===== src/rtl/rgmii_rx_pkg.sv =====
package rgmii_rx_pkg;

  // Four-way classification of the control pair captured across one receive clock.
  typedef enum logic [1:0] {
    LINK_IDLE     = 2'b00,  // low / low
    LINK_CARRIER  = 2'b01,  // low / high : error without valid data
    LINK_DATA_ERR = 2'b10,  // high / low : valid data carrying an error
    LINK_DATA     = 2'b11   // high / high
  } link_state_e;

  typedef struct packed {
    logic dv;
    logic err;
  } rx_flags_t;

endpackage


===== src/rtl/rgmii_nibble_join.sv =====
module rgmii_nibble_join #(
  parameter int NIBBLE_W = 4,
  localparam int BYTE_W  = 2 * NIBBLE_W
) (
  input  logic [NIBBLE_W-1:0] lo_nib,
  input  logic [NIBBLE_W-1:0] hi_nib,
  output logic [BYTE_W-1:0]   byte_o
);

  // Place each lane bit by bit: rising sample low, falling sample high.
  for (genvar i = 0; i < NIBBLE_W; i++) begin : g_lane
    assign byte_o[i]            = lo_nib[i];
    assign byte_o[NIBBLE_W + i] = hi_nib[i];
  end

endmodule


===== src/rtl/rgmii_ctl_decode.sv =====
module rgmii_ctl_decode
  import rgmii_rx_pkg::*;
(
  input  logic      ctl_r,
  input  logic      ctl_f,
  output rx_flags_t flags
);

  link_state_e state;

  always_comb begin
    state = link_state_e'({ctl_r, ctl_f});
  end

  always_comb begin
    unique case (state)
      LINK_DATA:     flags = '{dv: 1'b1, err: 1'b0};
      LINK_DATA_ERR: flags = '{dv: 1'b1, err: 1'b1};
      LINK_CARRIER:  flags = '{dv: 1'b0, err: 1'b1};
      default:       flags = '{dv: 1'b0, err: 1'b0};
    endcase
  end

endmodule


===== src/rtl/rgmii_rx_outreg.sv =====
module rgmii_rx_outreg
  import rgmii_rx_pkg::*;
#(
  parameter int BYTE_W = 8
) (
  input  logic              clk,
  input  logic              rst,
  input  logic [BYTE_W-1:0] byte_d,
  input  rx_flags_t         flags_d,
  output logic [BYTE_W-1:0] byte_q,
  output rx_flags_t         flags_q
);

  // One shared register stage so byte and flags stay cycle-aligned.
  always_ff @(posedge clk) begin
    if (rst) begin
      byte_q  <= '0;
      flags_q <= '0;
    end else begin
      byte_q  <= byte_d;
      flags_q <= flags_d;
    end
  end

endmodule


===== src/rtl/rgmii_rx_recombiner.sv =====
module rgmii_rx_recombiner
  import rgmii_rx_pkg::*;
#(
  parameter int NIBBLE_W = 4,
  localparam int BYTE_W  = 2 * NIBBLE_W
) (
  input  logic              clk,
  input  logic              rst,
  input  logic [NIBBLE_W-1:0] rxd_rise,
  input  logic [NIBBLE_W-1:0] rxd_fall,
  input  logic              rxctl_rise,
  input  logic              rxctl_fall,
  output logic [BYTE_W-1:0] rx_byte,
  output logic              rx_dv,
  output logic              rx_err
);

  logic [BYTE_W-1:0] joined;
  rx_flags_t         flags_c;
  rx_flags_t         flags_r;

  rgmii_nibble_join #(.NIBBLE_W(NIBBLE_W)) u_join (
    .lo_nib (rxd_rise),
    .hi_nib (rxd_fall),
    .byte_o (joined)
  );

  rgmii_ctl_decode u_dec (
    .ctl_r (rxctl_rise),
    .ctl_f (rxctl_fall),
    .flags (flags_c)
  );

  rgmii_rx_outreg #(.BYTE_W(BYTE_W)) u_reg (
    .clk     (clk),
    .rst     (rst),
    .byte_d  (joined),
    .flags_d (flags_c),
    .byte_q  (rx_byte),
    .flags_q (flags_r)
  );

  assign rx_dv  = flags_r.dv;
  assign rx_err = flags_r.err;

endmodule


===== config.mk =====
export PLATFORM = sky130hd
export DESIGN_NAME = rgmii_rx_recombiner
export DESIGN_NICKNAME = d
export VERILOG_FILES = /design/src/rtl/rgmii_rx_pkg.sv /design/src/rtl/rgmii_nibble_join.sv /design/src/rtl/rgmii_ctl_decode.sv /design/src/rtl/rgmii_rx_outreg.sv /design/src/rtl/rgmii_rx_recombiner.sv
export SDC_FILE = /design/constraint.sdc
export NUM_CORES = 1
export LEC_CHECK = 0
export BUFFER_PORTS_ARGS = -buffer_cell sky130_fd_sc_hd__buf_2
export CAP_MARGIN = 30
export CORE_AREA = 2 2 39 41
export CTS_CLUSTER_SIZE = 25
export DETAILED_ROUTE_END_ITERATION = 8
export DIE_AREA = 0 0 41 43
export PLACE_DENSITY_LB_ADDON = 0.08
export SLEW_MARGIN = 25
export SYNTH_ARGS = -nofsm -noshare
export SYNTH_HDL_FRONTEND = slang
export SYNTH_SLANG_ARGS = --single-unit
export TNS_END_PERCENT = 30

===== constraint.sdc =====
create_clock -name clk -period 1.17 [get_ports clk]
set_input_delay 0.2925 -clock clk [delete_from_list [all_inputs] [get_ports clk]]
set_output_delay 0.2925 -clock clk [all_outputs]
set_load 0.005 [all_outputs]

==> results of run 1 <==
==> cells by family (layout without fill, tap and decap cells) <==
kind of cell | Yosys count | count (layout)
flops | 10 | 10
simple gates | 9 | 9
fa+ha+maj | 2 | 2
compound gates | 1 | 1
buf+inv | 1 | 26
==> placed cells by master (no fill, tap or decap), drive strengths merged <==
cell type and count:
ha 2, and2b 8, inv 1, buf 21, nor2 1, clkbuf 4, o21ba 1, dfxtp 10
==> report_power, final <==
part	leakage (nW)	internal (W)	switching, W
Sequential	0.0833	0.000360	0.00000368
Clock	0.0210	0.000189	0.000113
Combinational	0.157	0.0000419	0.0000233
==> worst max-delay path by stage <==
| stage | to | slack, ns | cells past startpoint |
|---|---|---|---|
| 6_report | rx_byte[0] | 0.20 | 1 |
| 5_1_grt | rx_byte[0] | 0.15 | 1 |
| 2_1_floorplan | u_reg.flags_q[1] | 0.40 | 2 |
| 4_1_cts | rx_byte[0] | 0.18 | 1 |
| 3_5_place_dp | u_reg.flags_q[1] | 0.25 | 3 |
| 3_3_place_gp | u_reg.flags_q[1] | 0.28 | 3 |
==> registers in the layout, indices dropped and copies added (netlist names) <==
register	flops
u_reg.byte_q	8
u_reg.flags_q	2
==> through the flow <==
stage / instances / setup slack, ns / power, W
floorplan: 23 / 0.401 / 0.000397
global placement: 60 / 0.281 / 0.000435
detailed placement: 60 / 0.247 / 0.000439
CTS: 64 / 0.184 / 0.000747
global route: 64 / 0.154 / 0.000773
finish: 64 / 0.201 / 0.000730
==> cell type report <==
| class | instances | share of cell area |
|---|---|---|
| Timing Repair Buffer | 21 | 0.222 |
| Sequential cell | 10 | 0.422 |
| Inverter | 1 | 0.00792 |
| Multi-Input combinational cell | 12 | 0.230 |
| Tap cell | 16 | 0.0422 |
| Clock buffer | 4 | 0.0765 |
==> layer usage <==
layer  GRT usage  vias up
li1            -      121
met1      0.0453      108
met2       0.131       19
met3      0.0942        0
met4           0        0
met5           0        -
==> impl_metrics.tcl, run 1 <==
set metrics [dict create \
    outcome "complete, no violations" \
    p_leak_nw 0.261 \
    synthMuxAreaShare 0 \
    slowest_stage "dfxtp_1" \
    numCtsBuffers 3 \
    synth_cell_types 6 \
    cp_data_arrival_time_ns 0.68 \
    grt_max_degree 11 \
    ctsHoldBuffers 0 \
    viasPerCell 3.88 \
    start_util 0.226 \
    crit_type "reg2out" \
    clk_pin_slew_ns 0.06 \
    cts_tree "done" \
    detail-route-antenna-nets 0 \
    area_delta_synth_final_pct 51.6 \
    synth-xor-area-share 0 \
    synth_edf_count 0 \
    holdWs_ns 0.247 \
    cts_setup_buffers 0 \
    placed_cell_area_um2 438 \
    die_h_um 43 \
    wl_met2_um 275 \
    critPathLaunchType "flop" \
    cts_root_buf "clkbuf_4" \
    finalCritPeriodShare 0.828 \
    utilization 0.343 \
    cp.required_ns 0.88 \
    hold_depth 2 \
    met1Wirelength_um 159 \
    syn_area_um2 313 \
    grt_pass1_wl_um 793 \
    peakVddDrop_mv 0.885 \
    cellPowerDensity_nw_per_um2 1540 \
    top_layer_used "met3" \
    rsz0062_at_grt "no" \
    cpPeakStageDelay_ns 0.30 \
    fin_crit_ns 0.969 \
    tns_ns 0 \
    synth_warnings 0 \
    ys_seq_elements 10 \
    routed_wl_um 557 \
    yosys-top-cells-area "dfxtp_1 (64%), and2b_2 (22%), ha_1 (8.0%)" \
    crit_chain "buf_2" \
    synth.most_common_cell "dfxtp_1" \
    std_cell_rows 14 \
    clock-sinks 10 \
    hold_viol 0 \
    syn_avg_cell_area_um2 13.6 \
    seq_area_frac_synth 0.640 \
    syn_nets 37 \
    hold_end "u_reg.byte_q[6]" \
    die_area_um2 1760 \
    crit_family "flip-flops" \
    drt_iter0_markers 0 \
    nNetsFinal 63 \
    grt_usage 0.0744 \
    multi_input_area_um2 109 \
    synth_top_area_share 0.640 \
    end_kind "output port" \
    synth_compound_area_frac 0.0320 \
    fmax_mhz 1030 \
    worst_pin_slew_ns 0.144 \
    synth-main-ff-cell "dfxtp_1" \
    path_max_fanout 1 \
    core_um2 1380 \
    setup_viol 0 \
    ys_top_cells_by_count "dfxtp_1 (10), and2b_2 (8), ha_1 (2)" \
    grt.overflow.total 0 \
    relSlewSlack 0.904 \
    drcViolationCount 0 \
    htreeDepth 1 \
    wl_per_cell_um 8.70 \
    drv_cap 0 \
    drive_above_1_share 0.708 \
    antenna_found_initial 0 \
    register_area_um2 200 \
    hold_class "in2reg" \
    stdcell_area_um2 474 \
    fillCellCount 146 \
    slew_viol_final 0 \
    io_pins 22 \
    synth_simple_gate_area_frac 0.236 \
    synth_top_family_by_area "simple AND/OR/NAND/NOR gates" \
    crit_buf_inv 1 \
    die_x_um 41 \
    syn_inst 23 \
    synth_top_area_cell "dfxtp_1" \
    antenna_cells 0 \
    vias 248 \
    min_from "rxd_fall[2]" \
    io_buffers 21 \
    synthAdderAreaFrac 0.0800 \
    dr.pass1.iters 1 \
    gp_congestion 0.525 \
    cts_buffer_depth 2 \
    startpoint "u_reg.byte_q[0]" \
    dr_wl_met3_um 122 \
    first_global_vias 220 \
    post_cts_resized 0 \
    ys_async_sr_fraction 0 \
]
(Power assumes the default switching activity.)
==> run 2: changes to the inputs <==
ABC_AREA = 1   (was not set)
clock period = 0.9 ns   (was 1.17 ns; I/O delays follow)
==> impl_metrics.tcl, run 2 <==
set metrics [dict create \
    outcome "complete, no violations" \
    gp_congestion 0.531 \
    stdcell_area_um2 457 \
    area_delta_synth_final_pct 46.6 \
    routed_wl_um 519 \
    use_met2 0.100 \
    final_common_cell "buf_2" \
    utilization 0.330 \
    syn_avg_cell_area_um2 9.44 \
    rsz0062_at_grt "yes" \
    synth_top_area_cell "dfxtp_1" \
    grt_max_degree 11 \
    crit_cells 1 \
    syn_area_um2 312 \
    ys_async_sr_fraction 0 \
    io_pins 22 \
    start_util 0.225 \
    hold_viol 0 \
    fmax_mhz 1120 \
    cts_tree "done" \
    die_area_um2 1760 \
    yosys-top-cells-area "dfxtp_1 (64%), nor2_1 (13%), inv_1 (11%)" \
    synth_warnings 0 \
    startpoint "u_reg.byte_q[1]" \
    crit_buf_inv 1 \
    viasPerCell 3.53 \
    antenna_found_initial 0 \
    first_global_vias 213 \
    worst_pin_slew_ns 0.179 \
    pre_cts_slack_ns 0.126 \
    multi_input_area_um2 66.3 \
    numCtsBuffers 3 \
    synth-main-ff-cell "dfxtp_1" \
    dr.pass1.iters 1 \
    drt_iter0_markers 0 \
    hold_depth 3 \
    die_x_um 41 \
    peakVddDrop_mv 0.538 \
    crit_family "flip-flops" \
    grt.overflow.total 0 \
    antenna_cells 0 \
    grt_util_met1 0.0747 \
    stdcell_count 72 \
    crit_chain "buf_6" \
    synth_edf_count 0 \
    synth_top_area_share 0.643 \
    seq_area_frac_synth 0.643 \
    cts_setup_buffers 0 \
    critPathLaunchType "flop" \
    path_max_fanout 1 \
    largest_register_ffs 8 \
    crit_type "reg2out" \
    cts_root_buf "clkbuf_4" \
    slowest_stage "dfxtp_2" \
    end_kind "output port" \
    std_cell_rows 14 \
    drcViolationCount 0 \
    syn_nets 47 \
    tns_ns 0 \
    dp.cells 69 \
    cellPowerDensity_nw_per_um2 1850 \
    placed_cell_area_um2 425 \
    wl_per_cell_um 7.21 \
    synth_cell_types 5 \
    grt-busiest-layer "met2" \
    htreeDepth 1 \
    vias 254 \
    p_leak_nw 0.275 \
    clock-sinks 10 \
    grt_pass1_wl_um 779 \
    min_from "rxd_fall[2]" \
    largest-register "u_reg.byte_q" \
    grt_usage 0.0735 \
    register_area_um2 203 \
    relSlewSlack 0.880 \
    detail-route-antenna-nets 0 \
    synth.most_common_cell "nor2_1" \
    finalCritPeriodShare 0.995 \
    die_h_um 43 \
    ctsHoldBuffers 0 \
    setup_slack_ns 0.00429 \
    fillCellCount 162 \
    hold_class "in2reg" \
    layout_common_cells "buf_2 (20), nor2_1 (11), inv_1 (9)" \
    nNetsFinal 72 \
    reg_top3 "u_reg.byte_q x8, u_reg.flags_q x2" \
    fin_crit_ns 0.896 \
    io_buffers 21 \
    slew_viol_final 0 \
    cpPeakStageDelay_ns 0.32 \
    cp_data_arrival_time_ns 0.67 \
    ys_top_cells_by_count "nor2_1 (11), dfxtp_1 (10), inv_1 (9), ha_1 (2), buf_6 (1)" \
    core_um2 1380 \
    grtUsageMet3 0.0314 \
    setup_viol 0 \
    syn_inst 33 \
    drive_above_1_share 0.464 \
    ys_seq_elements 10 \
    drv_cap 0 \
    clk_pin_slew_ns 0.06 \
    cp.required_ns 0.67 \
    cts_buffer_depth 2 \
]
## run 2: worst paths after layout
check	end	slack (ns)
setup / recovery	rx_byte[1]	0.004
hold / removal	u_reg.byte_q[6]	0.17
## run 2: final cells by class
class                   count  share of cell area
clock buffers               3              0.0493
inverters                   9              0.0740
multi-input cells          13               0.145
flip-flops and latches     10               0.444
well taps                  16              0.0438
repair buffers             21               0.244
## run 2: per-layer routing
metal | up-vias | routed length [um] | share of wire
met5 | - | 0 | 0
met4 | 0 | 0 | 0
met3 | 0 | 66 | 0.13
met2 | 13 | 250 | 0.48
met1 | 103 | 202 | 0.39
li1 | 138 | - | -
## run 2: cells by family after synthesis
| group | share of synthesized area |
|---|---|
| fa+ha+maj | 0.0803 |
| buf+inv | 0.145 |
| simple gates | 0.133 |
| flops | 0.643 |
## run 2: stage by stage
stage | hold WS, ns | total power [W]
after floorplan | 0.332 | 0.000518
after detailed placement | 0.434 | 0.000565
final | 0.167 | 0.000846
after global routing | 0.164 | 0.000910
after CTS | 0.156 | 0.000870
after global placement | 0.431 | 0.000565
## run 2: power by group
group / total [W] / switching [W] / internal [W]
Clock: 0.000289 / 0.000136 / 0.000154
Sequential: 0.000474 / 0.00000523 / 0.000469
Combinational: 0.0000826 / 0.0000361 / 0.0000465
Total: 0.000846 / 0.000177 / 0.000669
## run 2: what timing repair did
item | in CTS | in global routing
setup endpoints to repair | 7 | 10
resized for setup | 0 | 3
gates cloned | 0 | 0
==> run 3: changes to the inputs <==
==> constraint.sdc (replaced) <==
create_clock -name clk -period 0.9 [get_ports clk]
set_input_delay 0.045 -clock clk [delete_from_list [all_inputs] [get_ports clk]]
set_output_delay 0.045 -clock clk [all_outputs]
set_load 0.005 [all_outputs]
==> impl_metrics.tcl, run 3 (synthesized netlist as in run 2, its figures left out) <==
set metrics [dict create \
    layout_common_cells "buf_2 (21), nor2_1 (11), dfxtp_1 (10)" \
    vias 285 \
    io_buffers 21 \
    dp.cells 69 \
    swShare 0.208 \
    p_comb_frac 0.123 \
    slew_viol_final 0 \
    nNetsFinal 80 \
    cellPowerDensity_nw_per_um2 1650 \
    largest_register_ffs 8 \
    path_max_fanout 1 \
    ctsHoldBuffers 8 \
    multi_input_area_um2 66.3 \
    final_common_cell "buf_2" \
    cp.required_ns 0.85 \
    use_met2 0.125 \
    std_cell_rows 14 \
    stdcell_count 80 \
    grt_usage 0.0836 \
    cts_tree "done" \
    first_global_vias 250 \
    largest-register "u_reg.byte_q" \
    peakVddDrop_mv 0.580 \
    antenna_cells 0 \
    end_kind "output port" \
    cp_data_arrival_time_ns 0.67 \
    reg_top3 "u_reg.byte_q x8, u_reg.flags_q x2" \
    fin_crit_ns 0.713 \
    io_pins 22 \
    setup_viol 0 \
    area_delta_synth_final_pct 69.5 \
    grt_pass1_wl_um 903 \
    cts_setup_buffers 0 \
    antenna_found_initial 0 \
    detail-route-antenna-nets 0 \
    setup_slack_ns 0.187 \
    seqPwrFrac 0.544 \
    p_sw_w 0.000181 \
    routed_wl_um 597 \
    pre_cts_slack_ns 0.306 \
    numCtsBuffers 3 \
    grt_util_met1 0.0812 \
    worst_pin_slew_ns 0.181 \
    htreeDepth 1 \
    drv_cap 0 \
    p_leak_nw 0.307 \
    clk_pin_slew_ns 0.06 \
    register_area_um2 200 \
    relSlewSlack 0.880 \
    placed_cell_area_um2 425 \
    crit_family "flip-flops" \
    die_x_um 41 \
    slowest_stage "dfxtp_1" \
    hold_viol 0 \
    clkPwrFrac 0.333 \
    outcome "complete, no violations" \
    power.internal_w 0.000688 \
    fillCellCount 153 \
    post_cts_resized 0 \
    crit_chain "buf_2" \
    stdcell_area_um2 528 \
    cpPeakStageDelay_ns 0.30 \
    drive_above_1_share 0.375 \
    hold_class "in2reg" \
    start_util 0.225 \
    gp_congestion 0.531 \
    rsz0062_at_grt "no" \
    grt.overflow.total 0 \
    cts_root_buf "clkbuf_4" \
    drcViolationCount 0 \
    clock-sinks 10 \
    grt_max_degree 11 \
    core_um2 1380 \
    crit_buf_inv 1 \
    dr.pass1.iters 1 \
    critPathLaunchType "flop" \
    cts_buffer_depth 2 \
    viasPerCell 3.56 \
    die_area_um2 1760 \
    die_h_um 43 \
    wl_per_cell_um 7.46 \
    grt-busiest-layer "met2" \
    fmax_mhz 1400 \
    finalPower_w 0.000869 \
    crit_type "reg2out" \
    tns_ns 0 \
    drt_iter0_markers 0 \
    finalCritPeriodShare 0.793 \
    grtUsageMet3 0.0314 \
]
## run 3: changes by cell type in the layout (fill, tap and decap cells not counted), sizes merged
cell | before | now
dlygate4sd3 | 0 | 8
## run 3: per-layer routing
layer | vias up | part of all wire | wire length, um
met3 | 0 | 0.11 | 65
met1 | 118 | 0.37 | 220
met5 | - | 0 | 0
li1 | 154 | - | -
met4 | 0 | 0 | 0
met2 | 13 | 0.52 | 311
## run 3: layout make-up
class	instances	share of cell area
Sequential cell	10	0.379
Timing Repair Buffer	29	0.351
Multi-Input combinational cell	13	0.126
Inverter	9	0.0640
Clock buffer	3	0.0427
Tap cell	16	0.0379
## run 3: path summary, 6_finish.rpt
check,startpoint,cells after the start,end
max,u_reg.flags_q[1],1,rx_dv
min,rxctl_rise,3,u_reg.flags_q[0]
## run 3: power by group through the flow
stage / logic (W) / clock network [W] / registers (W)
2_1_floorplan: 0.0000301 / 0 / 0.000488
3_3_place_gp: 0.0000824 / 0 / 0.000483
3_5_place_dp: 0.0000825 / 0 / 0.000483
4_1_cts: 0.000109 / 0.000314 / 0.000473
5_1_grt: 0.000124 / 0.000335 / 0.000475
6_report: 0.000107 / 0.000290 / 0.000473
## run 3: through the flow
stage / util / hold slack [ns]
4_1_cts: 0.382 / 0.0688
2_1_floorplan: - / 0.152
5_1_grt: 0.382 / 0.0885
3_3_place_gp: 0.307 / 0.251
6_report: 0.382 / 0.0828
3_5_place_dp: 0.307 / 0.254
